File: src/rtl/scrub_pkg.sv
// Shared definitions for the retention scrubber.
// Assumes: nothing beyond IEEE 1800-2017.
package scrub_pkg;
    typedef enum logic [1:0] {
        ST_IDLE  = 2'd0,   // waiting for an owed step
        ST_WAITB = 2'd1,   // dirty line, bank busy
        ST_WB    = 2'd2,   // bank claimed, writeback outstanding
        ST_INV   = 2'd3    // invalidate the line
    } step_state_t;
endpackage

File: src/rtl/scrub_tick_timer.sv
// Free-running pacing countdown plus an owed-step counter.
// Each expiry adds one owed step and each completed step removes one, so a
// stalled step shortens the next interval instead of slipping the sweep.
// Assumes INTERVAL >= 2.
module scrub_tick_timer #(
    parameter int INTERVAL = 100,
    parameter int LINES    = 24
) (
    input  logic clk,
    input  logic rst_n,
    input  logic consume,
    output logic has_work
);
    localparam int CNT_W  = $clog2(INTERVAL);
    localparam int OWED_W = $clog2(LINES + 1);

    logic [CNT_W-1:0]  cnt_q;
    logic [OWED_W-1:0] owed_q;
    logic              tick;

    assign tick     = (cnt_q == '0);
    assign has_work = (owed_q != '0);

    // Countdown that reloads itself on every expiry.
    always_ff @(posedge clk) begin
        if (!rst_n)     cnt_q <= CNT_W'(INTERVAL - 1);
        else if (tick)  cnt_q <= CNT_W'(INTERVAL - 1);
        else            cnt_q <= cnt_q - 1'b1;
    end

    // Owed steps: raised by expiries, lowered by completed steps.
    always_ff @(posedge clk) begin
        if (!rst_n) owed_q <= '0;
        else if (tick && !consume && owed_q != OWED_W'(LINES)) owed_q <= owed_q + 1'b1;
        else if (!tick && consume) owed_q <= owed_q - 1'b1;
    end
endmodule

File: src/rtl/scrub_line_ptr.sv
// Line pointer over the slow ways: way first, then set, wrapping at the end.
// Assumes NUM_SETS >= 2.
module scrub_line_ptr #(
    parameter int NUM_SETS  = 8,
    parameter int SLOW_WAYS = 3,
    parameter int SET_W     = $clog2(NUM_SETS),
    parameter int WAY_W     = (SLOW_WAYS > 1) ? $clog2(SLOW_WAYS) : 1
) (
    input  logic             clk,
    input  logic             rst_n,
    input  logic             advance,
    output logic [SET_W-1:0] set_o,
    output logic [WAY_W-1:0] way_o
);
    logic last_way, last_set;

    assign last_way = (way_o == WAY_W'(SLOW_WAYS - 1));
    assign last_set = (set_o == SET_W'(NUM_SETS - 1));

    // Step to the next line when a scrub step completes.
    always_ff @(posedge clk) begin
        if (!rst_n) begin
            set_o <= '0;
            way_o <= '0;
        end else if (advance) begin
            if (last_way) begin
                way_o <= '0;
                set_o <= last_set ? '0 : set_o + 1'b1;
            end else begin
                way_o <= way_o + 1'b1;
            end
        end
    end
endmodule

File: src/rtl/scrub_step_ctrl.sv
// Per-line step sequencer: skip, invalidate, or claim bank + writeback + invalidate.
// Assumes the control array read is combinational on the scan address, and
// that the main controller keeps bank_busy low on a way it sees held.
module scrub_step_ctrl
    import scrub_pkg::*;
#(
    parameter int SLOW_WAYS = 3,
    parameter int WAY_W     = (SLOW_WAYS > 1) ? $clog2(SLOW_WAYS) : 1
) (
    input  logic                 clk,
    input  logic                 rst_n,
    input  logic                 has_work,
    input  logic                 line_valid,
    input  logic                 line_dirty,
    input  logic [WAY_W-1:0]     way,
    input  logic [SLOW_WAYS-1:0] bank_busy,
    input  logic                 wb_ack,
    output logic                 consume,
    output logic                 wb_req,
    output logic                 inv_req,
    output logic [SLOW_WAYS-1:0] bank_hold
);
    step_state_t state_q, state_d;
    logic [SLOW_WAYS-1:0] way_sel;
    logic                 target_busy;

    // One-hot decode of the target way, one comparator per slow way.
    for (genvar g = 0; g < SLOW_WAYS; g++) begin : g_way
        assign way_sel[g]   = (way == WAY_W'(g));
        assign bank_hold[g] = (state_q == ST_WB) && way_sel[g];
    end

    assign target_busy = |(bank_busy & way_sel);
    assign wb_req      = (state_q == ST_WB);
    assign inv_req     = (state_q == ST_INV);

    // Next-state and step-completion decode.
    always_comb begin
        state_d = state_q;
        consume = 1'b0;
        unique case (state_q)
            ST_IDLE: if (has_work) begin
                if (!line_valid)      consume = 1'b1;
                else if (!line_dirty) state_d = ST_INV;
                else                  state_d = ST_WAITB;
            end
            ST_WAITB: if (!target_busy) state_d = ST_WB;
            ST_WB:    if (wb_ack)       state_d = ST_INV;
            ST_INV: begin
                consume = 1'b1;
                state_d = ST_IDLE;
            end
            default: state_d = ST_IDLE;
        endcase
    end

    // State register.
    always_ff @(posedge clk) begin
        if (!rst_n) state_q <= ST_IDLE;
        else        state_q <= state_d;
    end
endmodule

File: src/rtl/retention_scrubber.sv
// Top of the retention scrubber: pacing timer, line pointer, step sequencer.
// Assumes RETAIN_CYCLES >= 2 * NUM_SETS * SLOW_WAYS.
module retention_scrubber #(
    parameter int NUM_SETS      = 8,
    parameter int SLOW_WAYS     = 3,
    parameter int RETAIN_CYCLES = 2400,
    parameter int SET_W         = $clog2(NUM_SETS),
    parameter int WAY_W         = (SLOW_WAYS > 1) ? $clog2(SLOW_WAYS) : 1
) (
    input  logic                 clk,
    input  logic                 rst_n,
    output logic [SET_W-1:0]     scan_set,
    output logic [WAY_W-1:0]     scan_way,
    input  logic                 line_valid,
    input  logic                 line_dirty,
    input  logic [SLOW_WAYS-1:0] bank_busy,
    output logic [SLOW_WAYS-1:0] bank_hold,
    output logic                 wb_req,
    input  logic                 wb_ack,
    output logic                 inv_req
);
    localparam int LINES    = NUM_SETS * SLOW_WAYS;
    localparam int INTERVAL = RETAIN_CYCLES / LINES;

    logic consume, has_work;

    scrub_tick_timer #(.INTERVAL(INTERVAL), .LINES(LINES)) u_timer (
        .clk(clk), .rst_n(rst_n), .consume(consume), .has_work(has_work)
    );

    scrub_line_ptr #(.NUM_SETS(NUM_SETS), .SLOW_WAYS(SLOW_WAYS),
                     .SET_W(SET_W), .WAY_W(WAY_W)) u_ptr (
        .clk(clk), .rst_n(rst_n), .advance(consume),
        .set_o(scan_set), .way_o(scan_way)
    );

    scrub_step_ctrl #(.SLOW_WAYS(SLOW_WAYS), .WAY_W(WAY_W)) u_ctrl (
        .clk(clk), .rst_n(rst_n), .has_work(has_work),
        .line_valid(line_valid), .line_dirty(line_dirty), .way(scan_way),
        .bank_busy(bank_busy), .wb_ack(wb_ack), .consume(consume),
        .wb_req(wb_req), .inv_req(inv_req), .bank_hold(bank_hold)
    );
endmodule

File: config.mk
export PLATFORM = sky130hd
export DESIGN_NAME = retention_scrubber
export DESIGN_NICKNAME = d
export VERILOG_FILES = /design/src/rtl/scrub_pkg.sv /design/src/rtl/scrub_tick_timer.sv /design/src/rtl/scrub_line_ptr.sv /design/src/rtl/scrub_step_ctrl.sv /design/src/rtl/retention_scrubber.sv
export SDC_FILE = /design/constraint.sdc
export NUM_CORES = 1
export LEC_CHECK = 0
export BUFFER_PORTS_ARGS = -buffer_cell sky130_fd_sc_hd__buf_2
export CAP_MARGIN = 20
export CORE_MARGIN = 8
export CORE_UTILIZATION = 32
export DETAILED_ROUTE_END_ITERATION = 6
export PLACE_DENSITY = 0.58
export SYNTH_ARGS = -nofsm -noshare
export SYNTH_HDL_FRONTEND = slang
export SYNTH_SLANG_ARGS = --single-unit
File: constraint.sdc
create_clock -name clk -period 3.3 [get_ports clk]
set_input_delay 0.66 -clock clk [delete_from_list [all_inputs] [get_ports clk]]
set_output_delay 0.66 -clock clk [all_outputs]
set_load 0.1 [all_outputs]
==> impl_summary.txt, run 1 <==
----------------------------------------------------
[Clocking]
  Total clock sinks ... 19
  Clock slew seen by the registers of the worst setup and hold paths ... 0.11 ns
  CTS max path bufs ... 2
  Setup repair bufs after CTS ... 0
  Count of hold buffers inserted by post-cts repair ... 0
  Total clock buffers created by CTS ... 3
  Clock latency of the later-clocked register in the worst-skew pair ... 0.29 ns
  Post-cts gate resize count ... 0
  Clock H-tree levels ... 1
  Root buffer selected by CTS ... sky130_fd_sc_hd__clkbuf_4
  CTS tree ... done

[Global routing]
  Global-route wire length before repair ... 4064 um
  Maximum number of pins on one net before global-route repair ... 17
  Initial antenna violation count ... 0
  Overall Global Routing Usage ... 0.09020
  Vias in the first global route ... 944
  Total grt overflow ... 0

[Floorplan]
  Placement Rows ... 21
  Starting density of the core ... 0.3374
  Die boundary width ... 75.78 um
  Die ar. ... ~0.0057 mm2
  IO Count ... 18
  Chip height ... 75.78 um
  Total core area ... approximately 0.0034 mm2

[Setup path]
  Required arrival time at the worst endpoint ... 3.54 ns
  Crit-path most repeated cell ... sky130_fd_sc_hd__a21o_1
  Data arrival time at the worst-slack endpoint ... 3.02 ns
  Top fanout value on the critical path ... 11
  Type of the worst setup path ... flip-flop to flip-flop
  Cell breakdown of the critical path ... nor3_1 -> a221o_1 -> nand2_1 -> fa_1 -> a21o_1 -> a21o_1 -> a211o_1 -> nand4b_1
  Cell with the largest stage delay on the worst path ... sky130_fd_sc_hd__fa_1
  Startpoint class of the critical path ... flip-flop
  Worst stage delay on the critical path ... approximately 0.5 ns
  Register-to-Register Setup Slack ... 0.52 ns
  Critical Path Sink Type ... flip-flop

[STA]
  Final hold violation count ... 0
  Total Neg Setup Slack ... 0 ns
  Tmin final ... 2.780 ns
  Worst Skew ... around 0.0066 ns
  Unrepaired setup endpoints after global routing ... false
  Final critical-path share of the clock period ... 0.8426
  Final setup violation count ... 0
  Achievable frequency ... 359.7 MHz
  Rel. slew slack ... 0.5805
  Final count of pins violating max slew ... 0
  Final setup margin ... 0.5195 ns
  Worst Tran Pin Value ... around 0.63 ns

[Route]
  Remaining number of nets flagged by the antenna check after routing ... 0
  Highest Signal Layer ... met4
  DRC marker count from the first detailed-route iteration ... 38
  WL/cell ... approximately 12 um
  Final routed wirelength across all metal layers ... 2398 um
  DRC Markers ... 0
  Met2 wirelength from detailed routing ... 1089 um
  Length of the first detailed-routing pass in iterations ... 4
  Post-DR vias/cell ... ~5
  Met3 WL ... 156 um
  Met1 wire length ... 1118 um
  Via total after detailed routing ... 989

[Synth]
  Asr flop ratio synth ... 0
  Most instantiated flip-flop cell in the synthesis netlist ... sky130_fd_sc_hd__dfxtp_1
  Netlist Area Pre-Place ... 0.001144 mm2
  Cell count after synthesis ... 133
  Distinct cells, synth ... 33
  Share of synthesized area occupied by flip-flops and latches ... 0.3326
  Top cells by area in the synthesized netlist ... sky130_fd_sc_hd__dfxtp_1 (33%), sky130_fd_sc_hd__ha_1 (13%), sky130_fd_sc_hd__mux2i_1 (7.0%), sky130_fd_sc_hd__nand2_1 (6.9%), sky130_fd_sc_hd__a21oi_1 (3.9%)
  Post-Syn Area per Cell ... 8.598 um2
  Flip-flop and latch count after synthesis ... 19
  Yosys Warn Count ... 0
  Fraction of post-synthesis cell area in the top cell type by area ... 0.3326
  Number of flops mapped to enable cells by yosys ... 0
  Synthesized net count ... 154
  Cell accounting for the most synthesized area ... sky130_fd_sc_hd__dfxtp_1

[Pwr]
  Total Power Consumption ... 0.001097 W
  P_leak ... 0.5876 nW
  Power density normalized to cell area ... 826.1 mW/mm2
  Worst IR drop on VDD ... 348.4 uV

[Status]
  Outcome ... finished clean

[Cells and area]
  P&R area growth vs syn ... 16.08%
  Count of nets after finishing ... 174
  Antenna cell count ... 0
  Fraction of final layout cells with drive strength greater than 1 ... 0.1513

[Flow run]
  Reported max-cap violation count ... 0

[Placed design]
  Count of buffers inserted at the top-level ports ... 17
  Dpl hpwl ... 1917 um
  Worst setup slack after placement ... roughly 0.54 ns
  Placer congestion estimate ... 0.7865

[Min path]
  Hold Crit Class ... flip-flop to flip-flop

----------------------------------------------------
## synthesized netlist by cell type (all sizes together), types with 3 or more instances
master and n:
or4 3, xor2 3, ha 12, nand2b 5, dfxtp 19, a21oi 9
mux2i 8, inv 7, nand3 3, nor2 6, nand2 21, o21ai 6
nor3 3
## cell type report
type,instances,area (um2)
fill,352,2062
clock buffer,4,26.28
sequential,19,380.4
tap,46,57.56
inverter,7,26.28
multi-input combinational,105,752.0
timing repair buffer,17,85.08
## cell families (layout without fill, tap and decap cells)
logic type	Yosys count	count (layout)	synth area share
and+or+nand+nor	53	53	0.2309
AOI/OAI and AO/OA	26	26	0.1499
DFF	19	19	0.3326
adders and majority gates	13	13	0.1488
buffers and inverters	9	28	0.02955
muxes	8	8	0.07002
xor gates and xnor gates	5	5	0.03830
## flip-flops by register name, indices dropped and copies added (netlist names)
name,flops
u_ptr.set_o,3
u_timer.owed_q,5
u_ctrl.state_q,2
u_ptr.way_o,2
u_timer.cnt_q,7
## metal layers
layer / track usage / vias to the layer above
li1: - / 512
met5: 0 / -
met3: 0.02237 / 2
met2: 0.1530 / 24
met4: 0.03838 / 0
met1: 0.1044 / 451
## placed cells by master, fill, tap and decap left out, types with 2 or more instances in the layout
cell | netlist | routed
sky130_fd_sc_hd__mux2i_1 | 8 | 8
sky130_fd_sc_hd__nor2b_1 | 2 | 2
sky130_fd_sc_hd__clkbuf_4 | 0 | 3
sky130_fd_sc_hd__and2_1 | 2 | 2
sky130_fd_sc_hd__nor3_1 | 3 | 2
sky130_fd_sc_hd__nand2_1 | 21 | 21
sky130_fd_sc_hd__ha_1 | 12 | 12
sky130_fd_sc_hd__xor2_1 | 3 | 3
sky130_fd_sc_hd__a211oi_1 | 2 | 2
sky130_fd_sc_hd__nand2b_1 | 5 | 5
sky130_fd_sc_hd__o21ai_0 | 6 | 6
sky130_fd_sc_hd__inv_1 | 7 | 7
sky130_fd_sc_hd__nor2_1 | 6 | 6
sky130_fd_sc_hd__dfxtp_1 | 19 | 19
sky130_fd_sc_hd__nand3_1 | 3 | 3
sky130_fd_sc_hd__or4_1 | 3 | 3
sky130_fd_sc_hd__nand4_1 | 2 | 2
sky130_fd_sc_hd__and3_1 | 2 | 2
sky130_fd_sc_hd__a21o_1 | 2 | 2
sky130_fd_sc_hd__buf_2 | 0 | 17
sky130_fd_sc_hd__xnor2_1 | 2 | 2
sky130_fd_sc_hd__a21oi_1 | 9 | 9
## critical path: cells and delay by family (launching register included)
family | cells | cell delay (ns)
flip-flops | 1 | 0.37
AO/OA/AOI/OAI | 4 | 1.10
AND/OR/NAND/NOR | 3 | 0.76
adder cells (fa/ha/maj) | 1 | 0.50
## per-stage QoR
| stage | area [um2] | hold WS (ns) | util | std cells |
|---|---|---|---|---|
| 2_1_floorplan | 1166 | 0.3789 | - | 133 |
| 3_3_place_gp | 1301 | 0.3929 | 0.3839 | 194 |
| 3_5_place_dp | 1301 | 0.3966 | 0.3839 | 194 |
| 4_1_cts | 1328 | 0.4224 | 0.3917 | 198 |
| 5_1_grt | 1328 | 0.4442 | 0.3917 | 198 |
| 6_report | 1328 | 0.4136 | 0.3917 | 198 |
## power breakdown
part	internal (W)	switching, W	total (W)
clock network	0.0000470	0.0000687	0.000116
logic	0.000226	0.000407	0.000633
registers	0.000279	0.0000689	0.000348
## final timing paths
path / from / to / cells past startpoint
setup / recovery: u_timer.owed_q[0] / u_timer.owed_q[4] / 8
hold / removal: u_timer.cnt_q[0] / u_timer.cnt_q[0] / 1
setup reg to reg: u_timer.owed_q[0] / u_timer.owed_q[4] / 8
hold reg to reg: u_timer.cnt_q[0] / u_timer.cnt_q[0] / 1
(Power assumes the default switching activity.)
==> run 2: changes to the inputs <==
--- a/config.mk
+++ b/config.mk
@@ -10,7 +10,7 @@
 export CORE_MARGIN = 8
 export CORE_UTILIZATION = 32
 export DETAILED_ROUTE_END_ITERATION = 6
-export PLACE_DENSITY = 0.58
+export PLACE_DENSITY = 0.6
 export SYNTH_ARGS = -nofsm -noshare
 export SYNTH_HDL_FRONTEND = slang
 export SYNTH_SLANG_ARGS = --single-unit
==> constraint.sdc (replaced) <==
create_clock -name clk -period 2.26 [get_ports clk]
set_input_delay 0.452 -clock clk [delete_from_list [all_inputs] [get_ports clk]]
set_output_delay 0.452 -clock clk [all_outputs]
set_load 0.1 [all_outputs]
==> run 2 against run 1 <==
  * The flow now finishes with violations (negative setup slack)
  * Die area unchanged
  * Maximum frequency up 16%
  * Clock power up 62%
  * Core utilization up 6.0 points
  * Flip-flop and latch count unchanged
  * Sequential power up 46%
  * Critical path depth unchanged
  * Clock skew about the same
  * Cell count up 8.6%
  * Largest cell class unchanged
==> impl_summary.txt, run 2 (synthesized netlist as in run 1, its figures left out) <==
----------------------------------------------------
[Status]
  Outcome ... finished with violations
  Failing checks ... negative setup slack

[Cells and area]
  P&R area growth vs syn ... 33.81%
  Final core utilization ... 0.4515 (+0.05980)
  Most common library cell in the layout ignoring fill and taps ... sky130_fd_sc_hd__nand2_1
  Highest-count cells in the layout ignoring fill and taps ... sky130_fd_sc_hd__nand2_1 (20), sky130_fd_sc_hd__buf_2 (16), sky130_fd_sc_hd__buf_4 (15)
  Count of filler cells inserted in the layout ... 336 (-4.5%)
  Fraction of final layout cells with drive strength greater than 1 ... 0.3195 (+0.1682)
  Flip-flop count of the largest register after layout ... 7 (unchanged)
  Antenna cell count ... 0 (unchanged)
  Registers with the highest flip-flop counts ... u_timer.cnt_q: 7 flops, u_timer.owed_q: 5 flops, u_ptr.set_o: 3 flops
  Count of nets after finishing ... 191 (+9.8%)
  Register with the most flip-flops ... u_timer.cnt_q

[Global routing]
  Met2 layer usage reported by global route ... 0.1768 (+0.02376)
  Total grt overflow ... 0 (unchanged)
  Global route hottest layer ... met2
  Maximum number of pins on one net before global-route repair ... 17 (unchanged)
  Global-route wire length before repair ... 4554 um (+12%)
  Vias in the first global route ... 1,057 (+12%)
  Global routing met1 resource utilization ... 0.1143 (+0.009920)
  Overall Global Routing Usage ... 0.1010 (+0.01083)
  Met3 global-route usage ... 0.01316 (-0.009211)
  Initial antenna violation count ... 0 (unchanged)

[Setup path]
  Crit-path most repeated cell ... sky130_fd_sc_hd__a21o_1
  Logic depth of the worst setup path including buffers ... 8 (unchanged)
  Cell breakdown of the critical path ... or4_4 -> a311oi_2 -> nand2_2 -> fa_2 -> a21o_1 -> a21o_1 -> a211o_1 -> nand4b_1
  Critical Path Sink Type ... flip-flop
  Worst r2r path cells ... 8 (unchanged)
  Top Family by Delay on Critical Path ... compound AO/OA/AOI/OAI gates
  Worst r2r dst ... u_timer.owed_q[4]
  Type of the worst setup path ... flip-flop to flip-flop
  Startpoint class of the critical path ... flip-flop
  Worst stage delay on the critical path ... 0.52 ns (+0.02 ns)
  Register-to-Register Setup Slack ... -0.13 ns (-0.65 ns)
  Reg-to-reg critical path startpoint ... u_timer.cnt_q[2]
  Required arrival time at the worst endpoint ... 2.52 ns (-1.02 ns)
  Crit path to ... u_timer.owed_q[4]
  Cell with the largest stage delay on the worst path ... sky130_fd_sc_hd__or4_4
  Worst setup path startpoint ... u_timer.cnt_q[2]
  Number of buffers and inverters on the critical path ... 0 (unchanged)
  Top fanout value on the critical path ... 3 (-8)
  Data arrival time at the worst-slack endpoint ... 2.65 ns (-0.37 ns)

[Pwr]
  Worst IR drop on VDD ... 541.2 uV (+55%)
  Part of the total power dissipated in the clock network ... 0.098 (-0.007)
  Cell Int Power ... 0.001008 W (+83%)
  Power density normalized to cell area ... 1248 mW/mm2 (+51%)
  Power spent charging and discharging nets ... 0.0009016 W (+66%)
  Proportion of total power due to net switching ... 0.4722 (-0.02453)
  P_leak ... 0.6778 nW (+15%)
  Fraction of power consumed by sequential logic ... 0.266 (-0.051)
  Logic gate share of total power ... 0.636 (+0.059)

[STA]
  Final count of pins violating max slew ... 0 (unchanged)
  Final critical-path share of the clock period ... 1.056 (+0.2136)
  Total Neg Setup Slack ... -0.1422 ns (-0.1422 ns)
  Worst hold slack ... 0.4254 ns (+0.01174 ns)
  Rel. slew slack ... 0.6743 (+0.09382)
  Final setup margin ... -0.1269 ns (-0.6465 ns)
  Worst Skew ... 0.006717 ns (+0.0001046 ns)
  Unrepaired setup endpoints after global routing ... true
  Tmin final ... 2.387 ns (-0.3935 ns)
  Final setup violation count ... 2 (+2)
  Achievable frequency ... 418.9 MHz (+16%)
  Final hold violation count ... 0 (unchanged)
  Worst Tran Pin Value ... 0.4919 ns (-0.1374 ns)

[Clocking]
  Clock H-tree levels ... 1 (unchanged)
  Clock slew seen by the registers of the worst setup and hold paths ... 0.12 ns (about the same)
  Total clock buffers created by CTS ... 3 (unchanged)
  Root buffer selected by CTS ... sky130_fd_sc_hd__clkbuf_4
  Clock latency of the later-clocked register in the worst-skew pair ... 0.31 ns (+0.02 ns)
  CTS max path bufs ... 2 (unchanged)
  Total clock sinks ... 19 (unchanged)
  CTS tree ... done

[Floorplan]
  Starting density of the core ... 0.3374 (unchanged)
  Die ar. ... 0.005743 mm2 (unchanged)
  Placement Rows ... 21 (unchanged)
  Total core area ... 0.003390 mm2 (unchanged)
  Chip height ... 75.78 um (unchanged)
  Die boundary width ... 75.78 um (unchanged)
  IO Count ... 18 (unchanged)

[Route]
  Final routed wirelength across all metal layers ... 2583 um (+7.7%)
  Length of the first detailed-routing pass in iterations ... 4 (unchanged)
  WL/cell ... 12.01 um (-0.80%)
  Remaining number of nets flagged by the antenna check after routing ... 0 (unchanged)
  Via total after detailed routing ... 1,074 (+8.6%)
  Post-DR vias/cell ... 4.995 (about the same)
  DRC marker count from the first detailed-route iteration ... 41 (+7.9%)
  DRC Markers ... 0 (unchanged)

[Placed design]
  Dpl hpwl ... 2083 um (+8.6%)
  Placer congestion estimate ... 0.8147 (+3.6%)
  Count of buffers inserted at the top-level ports ... 17 (unchanged)

[Min path]
  Hold Crit Class ... primary input to flip-flop

[Flow run]
  Reported max-cap violation count ... 0 (unchanged)

----------------------------------------------------
==> run 2: final cells by class <==
type / instances / area, um2 / area share
clock inverters: 1 / 5.005 / 0.003271
multi-input cells: 105 / 807.0 / 0.5274
well taps: 46 / 57.56 / 0.03761
clock buffers: 3 / 22.52 / 0.01472
repair buffers: 34 / 222.7 / 0.1455
inverters: 7 / 26.28 / 0.01717
flip-flops and latches: 19 / 389.1 / 0.2543
==> run 2: worst min path at each step <==
stage,endpoint,slack [ns],startpoint,cells after the start
finish,u_ctrl.state_q[1],0.43,line_dirty,4
global route,u_ctrl.state_q[1],0.47,line_dirty,4
CTS,u_ctrl.state_q[1],0.43,line_dirty,4
floorplan,u_timer.cnt_q[0],0.38,u_timer.cnt_q[0],1
detailed placement,u_timer.cnt_q[0],0.40,u_timer.cnt_q[0],1
global placement,u_timer.cnt_q[0],0.40,u_timer.cnt_q[0],1
==> run 2: worst min-delay path: cells and delay by family <==
kind | cells | cell delay (ns)
buf+inv | 1 | 0.08
mux | 1 | 0.07
simple gates | 1 | 0.04
compound gates | 1 | 0.07
==> run 2: metrics by stage <==
stage | instances | setup WS, ns | instance area, um2 | total power (W)
floorplan | 133 | -0.1678 | 1226 | 0.001354
global placement | 209 | -0.1051 | 1470 | 0.001643
detailed placement | 209 | -0.1610 | 1470 | 0.001674
CTS | 215 | -0.1061 | 1524 | 0.001900
global route | 215 | -0.2411 | 1530 | 0.002058
finish | 215 | -0.1269 | 1530 | 0.001910
==> run 2: power groups by stage <==
stage                     sequential (W)  clock, W  combinational (W)
final                           0.000508  0.000188            0.00121
after global routing            0.000524  0.000204            0.00133
after detailed placement        0.000518         0            0.00116
after CTS                       0.000510  0.000189            0.00120
after floorplan                 0.000601         0           0.000753
after global placement          0.000514         0            0.00113
==> run 2: repair_timing <==
action / 4_1_cts / 5_1_grt
cloned: 0 / 0
gates resized for setup: 4 / 2
hold buffers: 0 / 0
pin swaps: 7 / 1
buffers inserted: 2 / 1
endpoints found under the setup margin: 2 / 4
==> run 2: metal layers <==
layer | up-vias | wire [um]
li1 | 550 | -
met1 | 496 | 1101
met2 | 23 | 1251
met3 | 5 | 166
met4 | 0 | 64
met5 | - | 0
